[src/rtl/opx_pkg.sv]
package opx_pkg;
  localparam int OP_W = 8;

  localparam logic [OP_W-1:0] PFX_CB = 8'hCB;
  localparam logic [OP_W-1:0] PFX_DD = 8'hDD;
  localparam logic [OP_W-1:0] PFX_ED = 8'hED;
  localparam logic [OP_W-1:0] PFX_FD = 8'hFD;

  typedef enum logic [2:0] {
    GRP_NONE = 3'd0,
    GRP_CB   = 3'd1,
    GRP_ED   = 3'd2,
    GRP_DD   = 3'd3,
    GRP_FD   = 3'd4,
    GRP_DDCB = 3'd5,
    GRP_FDCB = 3'd6
  } grp_e;

  typedef enum logic [1:0] {
    SEL_HL = 2'd0,
    SEL_IX = 2'd1,
    SEL_IY = 2'd2
  } sel_e;

  typedef enum logic [2:0] {
    EDK_NA       = 3'd0,
    EDK_DEF      = 3'd1,
    EDK_NOP8     = 3'd2,
    EDK_ALIAS    = 3'd3,
    EDK_IN_FLAGS = 3'd4,
    EDK_OUT_ZERO = 3'd5
  } edk_e;
endpackage

[src/rtl/opx_pfx_fsm.sv]
module opx_pfx_fsm
  import opx_pkg::*;
(
  input  logic            clk,
  input  logic            rst,
  input  logic            in_vld,
  input  logic [OP_W-1:0] in_byte,
  output logic            ev_vld,
  output logic            ev_drop,
  output grp_e            ev_grp,
  output logic [OP_W-1:0] ev_op,
  output logic [OP_W-1:0] ev_dbyte,
  output sel_e            ev_idx
);
  typedef enum logic [2:0] {
    S_IDLE, S_IDX, S_ED, S_CB, S_XD, S_XOP
  } st_e;

  st_e             st_q, st_d;
  sel_e            idx_q, idx_d;
  logic [OP_W-1:0] disp_q, disp_d;

  logic            is_pfx;
  st_e             pfx_st;
  sel_e            pfx_idx;
  grp_e            idx_grp;
  logic [OP_W-1:0] idx_byte;

  // Where a prefix byte leads, and which index it names
  always_comb begin
    is_pfx   = (in_byte == PFX_CB) || (in_byte == PFX_ED) ||
               (in_byte == PFX_DD) || (in_byte == PFX_FD);
    pfx_st   = (in_byte == PFX_CB) ? S_CB :
               (in_byte == PFX_ED) ? S_ED : S_IDX;
    pfx_idx  = (in_byte == PFX_FD) ? SEL_IY : SEL_IX;
    idx_grp  = (idx_q == SEL_IY) ? GRP_FD : GRP_DD;
    idx_byte = (idx_q == SEL_IY) ? PFX_FD : PFX_DD;
  end

  always_comb begin
    st_d     = st_q;
    idx_d    = idx_q;
    disp_d   = disp_q;
    ev_vld   = 1'b0;
    ev_drop  = 1'b0;
    ev_grp   = GRP_NONE;
    ev_op    = in_byte;
    ev_dbyte = '0;
    ev_idx   = SEL_HL;
    if (in_vld) begin
      case (st_q)
        S_IDLE: begin
          if (is_pfx) begin
            st_d = pfx_st;
            if (pfx_st == S_IDX) idx_d = pfx_idx;
          end else begin
            ev_vld = 1'b1;
          end
        end
        S_IDX: begin
          if (in_byte == PFX_CB) begin
            st_d = S_XD;
          end else if (is_pfx) begin
            ev_vld  = 1'b1;
            ev_drop = 1'b1;
            ev_grp  = idx_grp;
            ev_op   = idx_byte;
            st_d    = pfx_st;
            if (pfx_st == S_IDX) idx_d = pfx_idx;
          end else begin
            ev_vld = 1'b1;
            ev_grp = idx_grp;
            ev_idx = idx_q;
            st_d   = S_IDLE;
          end
        end
        S_ED: begin
          ev_vld = 1'b1;
          ev_grp = GRP_ED;
          if (is_pfx) begin
            ev_drop = 1'b1;
            ev_op   = PFX_ED;
            st_d    = pfx_st;
            if (pfx_st == S_IDX) idx_d = pfx_idx;
          end else begin
            st_d = S_IDLE;
          end
        end
        S_CB: begin
          ev_vld = 1'b1;
          ev_grp = GRP_CB;
          st_d   = S_IDLE;
        end
        S_XD: begin
          disp_d = in_byte;
          st_d   = S_XOP;
        end
        S_XOP: begin
          ev_vld   = 1'b1;
          ev_grp   = (idx_q == SEL_IY) ? GRP_FDCB : GRP_DDCB;
          ev_idx   = idx_q;
          ev_dbyte = disp_q;
          st_d     = S_IDLE;
        end
        default: st_d = S_IDLE;
      endcase
    end
  end

  always_ff @(posedge clk) begin
    if (rst) begin
      st_q   <= S_IDLE;
      idx_q  <= SEL_IX;
      disp_q <= '0;
    end else begin
      st_q   <= st_d;
      idx_q  <= idx_d;
      disp_q <= disp_d;
    end
  end
endmodule

[src/rtl/opx_idx_class.sv]
module opx_idx_class
  import opx_pkg::*;
(
  input  logic [OP_W-1:0] op,
  output logic            uses_pair,
  output logic            uses_half,
  output logic            uses_mem
);
  logic [1:0] x, p;
  logic [2:0] y, z;
  logic       q, y_h, z_h;

  always_comb begin
    x   = op[7:6];
    y   = op[5:3];
    z   = op[2:0];
    p   = op[5:4];
    q   = op[3];
    y_h = (y == 3'd4) || (y == 3'd5);
    z_h = (z == 3'd4) || (z == 3'd5);
    uses_pair = 1'b0;
    uses_half = 1'b0;
    uses_mem  = 1'b0;
    case (x)
      2'd0: begin
        // 16-bit loads, adds and inc/dec naming the HL pair
        if (z == 3'd1 && (p == 2'd2 || q)) uses_pair = 1'b1;
        if ((z == 3'd2 || z == 3'd3) && p == 2'd2) uses_pair = 1'b1;
        // 8-bit inc/dec/load-immediate
        if (z == 3'd4 || z == 3'd5 || z == 3'd6) begin
          if (y == 3'd6) uses_mem = 1'b1;
          else if (y_h)  uses_half = 1'b1;
        end
      end
      2'd1: begin
        if (op != 8'h76) begin
          if (y == 3'd6 || z == 3'd6) uses_mem = 1'b1;
          else if (y_h || z_h)        uses_half = 1'b1;
        end
      end
      2'd2: begin
        if (z == 3'd6)  uses_mem = 1'b1;
        else if (z_h)   uses_half = 1'b1;
      end
      default: begin
        if (op == 8'hE1 || op == 8'hE3 || op == 8'hE5 ||
            op == 8'hE9 || op == 8'hF9)
          uses_pair = 1'b1;
      end
    endcase
  end
endmodule

[src/rtl/opx_ed_class.sv]
module opx_ed_class
  import opx_pkg::*;
(
  input  logic [OP_W-1:0] op,
  output edk_e            kind,
  output logic [OP_W-1:0] canon
);
  logic [2:0] y, z;
  logic       mid, blk;

  always_comb begin
    y     = op[5:3];
    z     = op[2:0];
    mid   = (op[7:6] == 2'b01);
    blk   = (op[7:5] == 3'b101) && !op[2];
    kind  = EDK_DEF;
    canon = op;
    if (mid) begin
      if (op == 8'h70) begin
        kind = EDK_IN_FLAGS;
      end else if (op == 8'h71) begin
        kind = EDK_OUT_ZERO;
      end else if (z == 3'd4 && y != 3'd0) begin
        kind  = EDK_ALIAS;
        canon = 8'h44;
      end else if (z == 3'd5 && y > 3'd1) begin
        kind  = EDK_ALIAS;
        canon = 8'h45;
      end else if (op == 8'h66) begin
        kind  = EDK_ALIAS;
        canon = 8'h46;
      end else if (op == 8'h76) begin
        kind  = EDK_ALIAS;
        canon = 8'h56;
      end else if (op == 8'h7E) begin
        kind  = EDK_ALIAS;
        canon = 8'h5E;
      end else if (z == 3'd7 && y >= 3'd6) begin
        kind  = EDK_NOP8;
        canon = '0;
      end
    end else if (!blk) begin
      kind  = EDK_NOP8;
      canon = '0;
    end
  end
endmodule

[src/rtl/opx_decoder.sv]
module opx_decoder
  import opx_pkg::*;
#(
  parameter int PFX_NOP_T = 4,
  parameter int ED_NOP_T  = 8,
  parameter int T_W       = 5
) (
  input  logic           clk,
  input  logic           rst,
  input  logic           byte_valid,
  input  logic [7:0]     byte_data,
  output logic           rec_valid,
  output logic [2:0]     rec_group,
  output logic [7:0]     rec_opcode,
  output logic [1:0]     rec_sel,
  output logic           rec_half,
  output logic           rec_disp,
  output logic [7:0]     rec_disp_byte,
  output logic           rec_sll,
  output logic [2:0]     rec_edkind,
  output logic [7:0]     rec_canon,
  output logic           rec_dropped,
  output logic [T_W-1:0] rec_fixed_t
);
  localparam logic [T_W-1:0] PFX_COST = T_W'(PFX_NOP_T);
  localparam logic [T_W-1:0] EDN_COST = T_W'(ED_NOP_T);

  logic            ev_vld, ev_drop;
  grp_e            ev_grp;
  logic [OP_W-1:0] ev_op, ev_dbyte;
  sel_e            ev_idx;
  logic            c_pair, c_half, c_mem;
  edk_e            e_kind;
  logic [OP_W-1:0] e_canon;

  opx_pfx_fsm u_fsm (
    .clk(clk), .rst(rst), .in_vld(byte_valid), .in_byte(byte_data),
    .ev_vld(ev_vld), .ev_drop(ev_drop), .ev_grp(ev_grp), .ev_op(ev_op),
    .ev_dbyte(ev_dbyte), .ev_idx(ev_idx)
  );

  opx_idx_class u_idx (
    .op(ev_op), .uses_pair(c_pair), .uses_half(c_half), .uses_mem(c_mem)
  );

  opx_ed_class u_ed (
    .op(ev_op), .kind(e_kind), .canon(e_canon)
  );

  logic            n_sll, n_half, n_disp;
  sel_e            n_sel;
  edk_e            n_kind;
  logic [OP_W-1:0] n_canon;
  logic [T_W-1:0]  n_ft;
  logic            sll_code;

  always_comb begin
    sll_code = (ev_op[7:3] == 5'b00110);
    n_sel    = SEL_HL;
    n_half   = 1'b0;
    n_disp   = 1'b0;
    n_sll    = 1'b0;
    n_kind   = EDK_NA;
    n_canon  = ev_op;
    n_ft     = '0;
    if (ev_drop) begin
      n_ft = PFX_COST;
    end else begin
      case (ev_grp)
        GRP_CB: n_sll = sll_code;
        GRP_ED: begin
          n_kind  = e_kind;
          n_canon = e_canon;
          if (e_kind == EDK_NOP8) n_ft = EDN_COST;
        end
        GRP_DD, GRP_FD: begin
          if (c_pair || c_half || c_mem) n_sel = ev_idx;
          n_half = c_half;
          n_disp = c_mem;
        end
        GRP_DDCB, GRP_FDCB: begin
          n_sel  = ev_idx;
          n_disp = 1'b1;
          n_sll  = sll_code;
        end
        default: ;
      endcase
    end
  end

  always_ff @(posedge clk) begin
    if (rst) begin
      rec_valid     <= 1'b0;
      rec_group     <= '0;
      rec_opcode    <= '0;
      rec_sel       <= '0;
      rec_half      <= 1'b0;
      rec_disp      <= 1'b0;
      rec_disp_byte <= '0;
      rec_sll       <= 1'b0;
      rec_edkind    <= '0;
      rec_canon     <= '0;
      rec_dropped   <= 1'b0;
      rec_fixed_t   <= '0;
    end else begin
      rec_valid <= ev_vld;
      if (ev_vld) begin
        rec_group     <= ev_grp;
        rec_opcode    <= ev_op;
        rec_sel       <= n_sel;
        rec_half      <= n_half;
        rec_disp      <= n_disp;
        rec_disp_byte <= ev_dbyte;
        rec_sll       <= n_sll;
        rec_edkind    <= n_kind;
        rec_canon     <= n_canon;
        rec_dropped   <= ev_drop;
        rec_fixed_t   <= n_ft;
      end
    end
  end
endmodule

[config.mk]
export PLATFORM = sky130hd
export DESIGN_NAME = opx_decoder
export DESIGN_NICKNAME = d
export VERILOG_FILES = /design/src/rtl/opx_pkg.sv /design/src/rtl/opx_pfx_fsm.sv /design/src/rtl/opx_idx_class.sv /design/src/rtl/opx_ed_class.sv /design/src/rtl/opx_decoder.sv
export SDC_FILE = /design/constraint.sdc
export NUM_CORES = 1
export LEC_CHECK = 0
export BUFFER_PORTS_ARGS = -buffer_cell sky130_fd_sc_hd__buf_2
export CAP_MARGIN = 20
export CORE_MARGIN = 2
export CORE_UTILIZATION = 50
export CTS_CLUSTER_SIZE = 10
export DETAILED_ROUTE_END_ITERATION = 12
export PLACE_DENSITY = 0.73
export SETUP_SLACK_MARGIN = 0.2
export SYNTH_ARGS = -nofsm -noshare
export SYNTH_HDL_FRONTEND = slang
export SYNTH_SLANG_ARGS = --single-unit
[constraint.sdc]
create_clock -name clk -period 4.9 [get_ports clk]
set_clock_uncertainty 0.2 [all_clocks]
set_input_delay 0.245 -clock clk [delete_from_list [all_inputs] [get_ports clk]]
set_output_delay 0.245 -clock clk [all_outputs]
set_load 0.02 [all_outputs]
# ---- After elaboration in Yosys (flattened, before gate mapping)
# Cells that the tools add are included.
dict set report op_classes {
  n_addsub 0
  mul 0
  n_div 0
  magnitude_cmp 2
  eq_ne 46
  n_shift 0
  n_mux 91
  bitwise_logic 0
  reduce_logical 36
}
# cell count
set ops {}
lappend ops {{8-bit two-way mux} 18}
lappend ops {{8-bit equality test, second input constant} 9}
lappend ops {{3-bit two-way mux} 17}
lappend ops {{8-bit by 7-bit equality test with 1-bit output, second input constant} 5}
lappend ops {{3-bit equality test, second input constant} 13}
lappend ops {{1-bit two-way mux} 27}
lappend ops {{2-bit two-way mux} 13}
lappend ops {{3-bit one-hot mux with 4 select lines} 2}
lappend ops {{3-bit by 2-bit equality test with 1-bit output, second input constant} 7}
lappend ops {{1-bit logical OR} 16}
lappend ops {{8-bit one-hot mux with 2 select lines} 1}
lappend ops {{3-bit by 1-bit equality test with 1-bit output, second input constant} 4}
lappend ops {{4-bit two-way mux} 3}
lappend ops {{2-bit one-hot mux with 2 select lines} 3}
lappend ops {{1-bit one-hot mux with 3 select lines} 3}
lappend ops {{8-bit by 7-bit != test with 1-bit output, second input constant} 1}
lappend ops {{2-bit OR reduction} 4}
lappend ops {{2-bit equality test, second input constant} 3}
lappend ops {{1-bit logical AND} 6}
lappend ops {{6-bit two-way mux} 1}
lappend ops {{1-bit one-hot mux with 2 select lines} 3}
lappend ops {{3-bit OR reduction} 2}
lappend ops {{5-bit by 3-bit equality test with 1-bit output, second input constant} 1}
lappend ops {{2-bit AND reduction} 2}
lappend ops {{11 further kinds} 11}
dict set report word_totals {
  ff_bits 55
  latch_bits 0
  ramBits 0
  romBits 0
  wordCells 190
  n_memories 0
}

# ---- Depth between registers and ports, before layout
# Gate-level depths: netlist (run 1).
dict set report depth {
  depth_word 23
  mapped_depth 11
  ltp_nobuf 8
}

# ---- Cells and area by module
# Synthesis (run 1) repeated with hierarchy kept, for this count alone.
dict set report unflattened {
  cells_unflattened 365
  hier_area_um2 3021.6
}
# module instances cells_per_inst area_per_inst_um2
set modules_own_cells {}
lappend modules_own_cells {opx_decoder 1 168 1612.8}
lappend modules_own_cells {opx_pfx_fsm 1 129 963.4}
lappend modules_own_cells {opx_ed_class 1 34 229.0}
lappend modules_own_cells {opx_idx_class 1 34 216.5}

# ---- Least setup slack after synthesis (run 1)
# OpenSTA, ideal clock, no wires.
dict set report synth_timing {
  kind {input to register}
  from {input byte_data[4]}
  to {register rec_sel[1]}
  setup_ns 0.129
  t_arrival_ns 2.545
  t_required_ns 4.571
  slack_ns 2.026
  cell_stages 10
  cell_sequence {buf_2 or4b_4 o2bb2ai_2 a41oi_1 or2_1 buf_6 mux2_4 o41a_1 a211oi_2 o41ai_2}
}
dict set report synth_between {
  elab_chain_cells 20
  word_cells_on_any_way 90
  classes_between {26 x eq/ne; 42 x mux; 22 x reduce/logical}
}
# item line
set synth_lines {}
lappend synth_lines {{start: declaration} opx_decoder.sv:11} ;# input logic [7:0] byte_data,
lappend synth_lines {{8-bit equality test, on equally long branches} {opx_pfx_fsm.sv:31, opx_pfx_fsm.sv:61}}
lappend synth_lines {{1-bit logical OR (2 in a row)} opx_pfx_fsm.sv:31} ;# is_pfx = (in_byte == PFX_CB) || (in_byte == PFX_ED) ||
lappend synth_lines {{1-bit logical OR} opx_pfx_fsm.sv:32} ;# (in_byte == PFX_DD) || (in_byte == PFX_FD);
lappend synth_lines {{8-bit two-way mux} opx_pfx_fsm.sv:63} ;# end else if (is_pfx) begin
lappend synth_lines {{8-bit two-way mux} opx_pfx_fsm.sv:61} ;# if (in_byte == PFX_CB) begin
lappend synth_lines {{8-bit one-hot mux with 2 select lines} opx_pfx_fsm.sv:51} ;# case (st_q)
lappend synth_lines {{8-bit two-way mux} opx_pfx_fsm.sv:50} ;# if (in_vld) begin
lappend synth_lines {{3-bit equality test, or another cell as far along} opx_idx_class.sv:19} ;# y_h = (y == 3'd4) || (y == 3'd5);
lappend synth_lines {{(+2 left out)} -}
lappend synth_lines {{1-bit two-way mux / 1-bit logical OR (equally long branches)} {opx_idx_class.sv:38, opx_idx_class.sv:46}}
lappend synth_lines {{1-bit two-way mux / 1-bit logical OR (equally long branches)} {opx_idx_class.sv:37, opx_idx_class.sv:47}}
lappend synth_lines {{1-bit two-way mux, on equally long branches} {opx_idx_class.sv:36, opx_idx_class.sv:46}}
lappend synth_lines {{1-bit one-hot mux with 3 select lines / 1-bit one-hot mux with 2 select lines (equally long branches)} opx_idx_class.sv:24} ;# case (x)
lappend synth_lines {{1-bit logical OR (2 in a row)} opx_decoder.sv:77} ;# if (c_pair || c_half || c_mem) n_sel = ev_idx;
lappend synth_lines {{2-bit two-way mux} opx_decoder.sv:77}
lappend synth_lines {{2-bit one-hot mux with 2 select lines} opx_decoder.sv:69} ;# case (ev_grp)
lappend synth_lines {{2-bit two-way mux} opx_decoder.sv:66} ;# if (ev_drop) begin
lappend synth_lines {{end signal: assignment} opx_decoder.sv:110} ;# rec_sel <= n_sel;
lappend synth_lines {{end: declaration} opx_decoder.sv:15} ;# output logic [1:0] rec_sel,
# Parallel ways exist; a longest one is shown, timed or not.
# A chain may end at the register's enable or synchronous reset.

# ---- Worst setup path in the final report (run 1)
dict set report layout_timing {
  from {register u_fsm.st_q[0]}
  to {register rec_sel[0]}
}
dict set report layout_between {
  elab_chain_cells 15
  word_cells_on_any_way 79
  classes_between {26 x eq/ne; 32 x mux; 21 x reduce/logical}
}
# item line
set layout_lines {}
lappend layout_lines {{start: declaration} opx_pfx_fsm.sv:19} ;# st_e st_q, st_d;
lappend layout_lines {{start signal: assignment} opx_pfx_fsm.sv:116} ;# st_q <= st_d;
lappend layout_lines {{3-bit by 2-bit equality test with 1-bit output / 3-bit by 1-bit equality test with 1-bit output (equally long branches)} opx_pfx_fsm.sv:51}
lappend layout_lines {{8-bit one-hot mux with 2 select lines} opx_pfx_fsm.sv:51}
lappend layout_lines {{8-bit two-way mux} opx_pfx_fsm.sv:50}
lappend layout_lines {{3-bit equality test, or another cell as far along} opx_idx_class.sv:19}
lappend layout_lines {{1-bit logical OR, on equally long branches} -}
lappend layout_lines {{1-bit logical OR, on equally long branches} {opx_idx_class.sv:38, opx_idx_class.sv:46}}
lappend layout_lines {{1-bit two-way mux / 1-bit logical OR (equally long branches)} {opx_idx_class.sv:38, opx_idx_class.sv:46}}
lappend layout_lines {{1-bit two-way mux / 1-bit logical OR (equally long branches)} {opx_idx_class.sv:37, opx_idx_class.sv:47}}
lappend layout_lines {{1-bit two-way mux, on equally long branches} {opx_idx_class.sv:36, opx_idx_class.sv:46}}
lappend layout_lines {{1-bit one-hot mux with 3 select lines / 1-bit one-hot mux with 2 select lines (equally long branches)} opx_idx_class.sv:24}
lappend layout_lines {{1-bit logical OR (2 in a row)} opx_decoder.sv:77}
lappend layout_lines {{2-bit two-way mux} opx_decoder.sv:77}
lappend layout_lines {{2-bit one-hot mux with 2 select lines} opx_decoder.sv:69}
lappend layout_lines {{2-bit two-way mux} opx_decoder.sv:66}
# Parallel ways exist; a longest one is shown, timed or not.

==> results.py, run 1 <==
metrics = {
    "worst_setup_path": {
        "critPathKind": "reg2reg",
        "cp-end-kind": "register",
        "worstPathArrival_ns": 3.41,
        "required_ns": 4.87,
        "critPathMaxFanout": 21,
        "cp-start-kind": "register",
    },
    "worst_hold_path": {
        "worstHoldPathType": "in2reg",
    },
    "detailed_routing": {
        "route.detailed.drc": 0,
        "wl_met2_microns": 3540,
        "viasPerCell": 5.88,
        "wl_per_cell_microns": 16.0,
        "routed_wl_microns": 7420,
        "ant_nets": 0,
        "wl_met3_microns": 373,
        "drt_pass1_iterations": 5,
        "drt_iter0_markers": 210,
        "via_count": 2736,
        "top_layer": "met4",
        "wl_met1_microns": 3390,
    },
    "synthesis": {
        "netlist_area_sq_um": 2770,
        "ys_warn_count": 0,
        "yosysSeqAreaShare_pct": 36.8,
        "netlist_instances": 364,
        "synth_cell_types": 64,
        "synth_edf_count": 0,
        "ys_seq_elements": 51,
        "synth_ff_type": "dfxtp_1",
        "async_reset_ff_share_pct": 0,
        "synth_area_per_cell_sq_um": 7.61,
    },
    "layout": {
        "layout_common_cells": "67 x nand2_1, 51 x dfxtp_1, 49 x buf_2",
        "final_common_cell": "nand2_1",
        "fill_cells": 547,
        "drive_gt1_share_pct": 18.8,
        "area_growth_pct": 11.8,
        "nets": 403,
        "n_antenna_cell": 0,
    },
    "grt": {
        "grt_max_degree": 50,
        "grt_remaining_overflow": 0,
        "grt_use_total_pct": 25.2,
        "first_global_vias": 2570,
        "grt_antenna_before_repair": 0,
        "grt_pass1_wl_microns": 12500,
    },
    "placement": {
        "dp_hpwl_microns": 5340,
        "gp_congestion": 0.954,
        "io_buffers": 49,
    },
    "outcome": {
        "status": "finished, final reports clean",
    },
    "die": {
        "initial_core_util_pct": 51.0,
        "die_w_microns": 78.5,
        "pin_count": 53,
        "die-area_sq_um": 6150,
        "row_count": 27,
        "die_height_microns": 78.5,
        "fp.coreArea_sq_um": 5440,
    },
    "timing": {
        "rsz0062_at_grt": "false",
        "tightestPinTransition_ns": 1.02,
        "period_needed_ns": 3.45,
        "fmax_mhz": 290,
        "finalHoldViolCount": 0,
        "relSlewSlack_pct": 31.6,
        "hold-worst-slack_ns": 0.0767,
        "slew_viol_final": 0,
        "setup_viol": 0,
        "finalCritPeriodShare_pct": 70.3,
        "tns_ns": 0,
    },
    "clocking": {
        "cts_tree": "yes",
        "post_cts_buffers": 0,
        "hold_buffers": 0,
        "cts_resized": 0,
        "path_clk_slew_ns": 0.10,
        "clock-sinks": 51,
        "worstSkewPairLatency_ns": 0.31,
        "cts.path.max_buffers": 2,
        "htreeDepth": 2,
        "cts_buffers": 5,
        "clockRootBuffer": "clkbuf_8",
    },
    "job": {
        "cap_viol_max_count": 0,
    },
    "power_and_ir_drop": {
        "leakage_nw": 1.21,
        "p_per_area_nw_per_um2": 273,
        "total_power_uw": 847,
        "peakVddDrop_mv": 0.188,
    },
}
## per-stage QoR
stage	area [sq um]	setup WS, ns	utilization, %	cells
floorplan	2780	2.03	-	366
global placement	2980	1.59	54.8	457
detailed placement	2980	1.52	54.8	457
CTS	3100	1.49	57.0	465
global route	3100	1.19	57.0	465
finish	3100	1.45	57.0	465
## final cells by class
class | count | area [sq um] | area share (%)
clock buffer | 6 | 82.6 | 2.66
sequential | 51 | 1020 | 32.9
multi-input combinational | 277 | 1580 | 51.1
inverter | 6 | 22.5 | 0.727
tap | 72 | 90.1 | 2.91
clock inverter | 2 | 38.8 | 1.25
timing repair buffer | 51 | 260 | 8.40
## state kept, by name, summed over array words and instances (netlist names), 2 cells and up
signal	count
rec_sel	2
rec_fixed_t	2
u_fsm.idx_q	2
rec_disp_byte	8
rec_opcode	8
rec_canon	8
u_fsm.disp_q	8
rec_edkind	3
u_fsm.st_q	3
rec_group	3
## kinds of logic (layout without fill, tap and decap cells)
kind of cell	after synthesis	in the layout	synth area share (%)
AO/OA/AOI/OAI	111	111	27.6
XOR/XNOR	1	1	0.316
buffers and inverters	38	65	6.41
flip-flops	51	51	36.8
multiplexers	2	2	0.903
other	1	3	0.135
AND/OR/NAND/NOR	160	160	27.8
## where the power goes
| group | leakage [nW] | total, mW | internal (mW) | switching, mW |
|---|---|---|---|---|
| logic | 0.738 | 0.106 | 0.0305 | 0.0755 |
| clock network | 0.0618 | 0.312 | 0.168 | 0.144 |
| registers | 0.414 | 0.428 | 0.424 | 0.00481 |
## critical path, stage by stage, from the launching register on
cell       delay [ns]
dfxtp_1          0.75
nor3b_1          0.51
o2bb2ai_2        0.19
a41oi_1          0.21
or2_1            0.39
mux2_4           0.33
o41a_1           0.35
a211oi_2         0.26
o41ai_1          0.10
## synth_stat cells (5+ instances only)
master | n | area (sq um)
nor3_1 | 8 | 40.0
inv_1 | 6 | 22.5
a21oi_1 | 48 | 240
o21ai_0 | 9 | 45.0
nor2_1 | 29 | 109
nand4_1 | 5 | 31.3
clkbuf_1 | 21 | 78.8
nand3_1 | 18 | 90.1
a211oi_1 | 6 | 45.0
dfxtp_1 | 51 | 1020
nand2_1 | 67 | 251
nor2b_1 | 6 | 37.5
## final timing paths
| path | from | endpoint | slack [ns] | cells past startpoint |
|---|---|---|---|---|
| hold / removal | byte_data[1] | u_fsm.disp_q[1]$_SDFFE_PP0P_ | 0.08 | 3 |
| setup reg to reg | u_fsm.st_q[0]$_SDFFE_PP0P_ | rec_sel[0]$_SDFFE_PP0P_ | 1.45 | 8 |
| hold reg to reg | rec_disp_byte[0]$_SDFFE_PP0P_ | rec_disp_byte[0]$_SDFFE_PP0P_ | 0.25 | 2 |
| setup / recovery | u_fsm.st_q[0]$_SDFFE_PP0P_ | rec_sel[0]$_SDFFE_PP0P_ | 1.45 | 8 |
## routing by layer
metal	vias to the layer above	GRT usage, %
met5	-	0
met4	0	6.67
li1	1347	-
met2	91	42.9
met3	15	3.91
met1	1283	33.4
Power figures use the tool's default switching activity.
==> inputs of run 2 (changes only) <==
--- a/config.mk
+++ b/config.mk
@@ -5,6 +5,7 @@
 export SDC_FILE = /design/constraint.sdc
 export NUM_CORES = 1
 export LEC_CHECK = 0
+export ABC_AREA = 1
 export BUFFER_PORTS_ARGS = -buffer_cell sky130_fd_sc_hd__buf_2
 export CAP_MARGIN = 20
 export CORE_MARGIN = 2
==> constraint.sdc (replaced) <==
create_clock -name clk -period 3.25 [get_ports clk]
set_clock_uncertainty 0.2 [all_clocks]
set_input_delay 0.1625 -clock clk [delete_from_list [all_inputs] [get_ports clk]]
set_output_delay 0.1625 -clock clk [all_outputs]
set_load 0.02 [all_outputs]
==> run 2 against run 1 <==
  * Worst hold slack worse by 0.052 ns
  * Power increased by 42%
  * Flip-flop and latch count unchanged
  * First-iteration DRC count increased by 7.6%
  * Sequential share of layout area down 0.82 points
  * Die area rose by 0.13%
  * Critical endpoint is now rec_fixed_t[3]$_SDFFE_PP0P_
  * Utilization grew 1.4 points
  * Setup slack got worse by 0.85 ns
  * Synthesized cell count rose by 10%
  * Critical path type is now in2reg
  * Cell count rose by 12%
==> results.py, run 2 <==
metrics = {
    "die": {
        "fp.coreArea_sq_um": 5440,
        "die_w_microns": 78.5,
        "pin_count": 53,
        "die_height_microns": 78.5,
        "die-area_sq_um": 6160,
        "row_count": 27,
        "initial_core_util_pct": 51.0,
    },
    "timing": {
        "period_needed_ns": 2.65,
        "fmax_mhz": 377,
        "relSlewSlack_pct": 64.7,
        "finalHoldViolCount": 0,
        "tns_ns": 0,
        "tightestPinTransition_ns": 0.529,
        "slew_viol_final": 0,
        "rsz0062_at_grt": "false",
        "setup_viol": 0,
        "setup_ws_ns": 0.600,
        "finalCritPeriodShare_pct": 81.5,
    },
    "synthesis": {
        "synth_area_per_cell_sq_um": 6.92,
        "synth_commonest_cells": "80 x nand2_1, 51 x dfxtp_1, 47 x nor2_1, 39 x inv_1, 38 x a21oi_1",
        "synth_cell_types": 36,
        "netlist_area_sq_um": 2780,
        "yosysSeqAreaShare_pct": 36.8,
        "ys_warn_count": 0,
        "netlist_instances": 401,
        "synthTopCellsByArea": "dfxtp_1 37%, nand2_1 11%, a21oi_1 6.9%, nor2_1 6.4%, inv_1 5.3%",
        "synth_ff_type": "dfxtp_1",
        "synth.most_common_cell": "nand2_1",
        "netlist.area_leader.share_pct": 36.8,
        "synth.largest_area_cell": "dfxtp_1",
        "ys_seq_elements": 51,
        "synth_edf_count": 0,
        "async_reset_ff_share_pct": 0,
    },
    "grt": {
        "grt_use_total_pct": 23.5,
        "first_global_vias": 2450,
        "grt_antenna_before_repair": 0,
        "grt_max_degree": 35,
        "grt_pass1_wl_microns": 11700,
        "grt_remaining_overflow": 0,
    },
    "detailed_routing": {
        "routed_wl_microns": 6820,
        "wl_per_cell_microns": 13.1,
        "drt_iter0_markers": 226,
        "via_count": 2759,
        "ant_nets": 0,
        "route.detailed.drc": 0,
        "viasPerCell": 5.30,
        "drt_pass1_iterations": 4,
    },
    "worst_hold_path": {
        "worstHoldPathType": "in2reg",
        "min_from": "byte_data[3]",
    },
    "placement": {
        "io_buffers": 49,
        "gp_congestion": 0.948,
        "dp_slack_ns": 0.742,
        "dp_hpwl_microns": 4940,
        "place_area_sq_um": 3020,
    },
    "power_and_ir_drop": {
        "leakage_nw": 1.48,
        "p_per_area_nw_per_um2": 379,
        "total_power_mw": 1.20,
        "peakVddDrop_mv": 0.230,
    },
    "layout": {
        "layout_common_cells": "80 x nand2_1, 51 x dfxtp_1, 49 x buf_2",
        "final_common_cell": "nand2_1",
        "drive_gt1_share_pct": 21.6,
        "fill_cells": 530,
        "area_growth_pct": 14.5,
        "n_antenna_cell": 0,
        "nets": 459,
        "design_area_sq_um": 3180,
    },
    "job": {
        "cap_viol_max_count": 0,
    },
    "clocking": {
        "cts_buffers": 5,
        "clock-sinks": 51,
        "post_cts_buffers": 0,
        "cts.path.max_buffers": 2,
        "htreeDepth": 2,
        "path_clk_slew_ns": 0.09,
        "hold_buffers": 7,
        "cts_resized": 0,
        "cts_tree": "yes",
        "clockRootBuffer": "clkbuf_8",
        "worstSkewPairLatency_ns": 0.31,
    },
    "worst_setup_path": {
        "reg2reg_setup_slack_ns": 0.67,
        "cpMostUsedCell": "nand2_1",
        "cp-end-kind": "register",
        "path_delay_family": "simple AND/OR/NAND/NOR gates",
        "max_stage_delay_ns": 0.54,
        "cp-start-kind": "input port",
        "critPathMaxFanout": 6,
        "path_cells": "dlygate4sd3_1, buf_2, inv_1, nand2_1, nor2_2, nand2_2, nand2_2, inv_2, nand2_1, nand2_1, nand2_1, nand4_1, nor3_2, nand3_1, a21oi_2",
        "worstPathArrival_ns": 2.70,
        "critPathKind": "in2reg",
        "path_buf_inv": 4,
        "cpMaxStageDelayCell": "dlygate4sd3_1",
        "required_ns": 3.30,
        "r2r_start": "u_fsm.st_q[1]$_SDFFE_PP0P_",
        "crit_start": "byte_data[2]",
    },
    "outcome": {
        "status": "finished, final reports clean",
    },
}
-- run 2: changes by cell type after synthesis, sizes merged, moves of 8 or more --
cell    previous run  this run
nor2              29        54
nand3             18        31
a211oi             8         0
o21ai              9        27
inv                6        43
clkbuf            21        11
nand2             67        96
-- run 2: metal layers --
metal | track usage [%] | vias to the layer above | share of wire (%)
li1 | - | 1409 | -
met1 | 34.0 | 1230 | 48
met4 | 8.77 | 0 | 1.5
met2 | 35.0 | 113 | 42
met3 | 4.02 | 7 | 7.9
met5 | 0 | - | 0
-- run 2: power breakdown --
part | internal [mW] | switching [mW]
registers | 0.642 | 0.00837
clock network | 0.155 | 0.215
logic | 0.0535 | 0.130
-- run 2: cell type report --
class                      instances  area [sq um]  share of cell area (%)
sequential                        51          1020                    32.1
multi-input combinational        288          1480                    46.5
clock buffer                       6          72.6                    2.28
clock inverter                     2          16.3                   0.512
inverter                          43           164                    5.16
tap                               72          90.1                    2.83
timing repair buffer              59           338                    10.6
-- run 2: logic make-up after synthesis --
logic type	share of synthesized area, %
buf+inv	10.3
other cells	0.135
flops	36.8
simple gates	35.1
compound gates	17.7
-- run 2: path summary, 6_finish.rpt --
kind | end | cells past startpoint
max reg2reg | rec_fixed_t[3]$_SDFFE_PP0P_ | 13
min reg2reg | rec_group[2]$_SDFFE_PP0P_ | 2
min | u_fsm.disp_q[3]$_SDFFE_PP0P_ | 3
max | rec_fixed_t[3]$_SDFFE_PP0P_ | 15
-- run 2: worst min-delay path, stage by stage --
cell	delay, ns
buf_2	0.17
nand3_1	0.10
a21oi_1	0.06
-- run 2: stage by stage --
step | utilization (%) | instances | hold slack (ns)
finish | 58.4 | 521 | 0.0242
CTS | 58.4 | 521 | 0.0104
detailed placement | 55.5 | 506 | 0.251
global placement | 55.5 | 506 | 0.249
global route | 58.4 | 521 | 0.0414
floorplan | - | 403 | 0.109
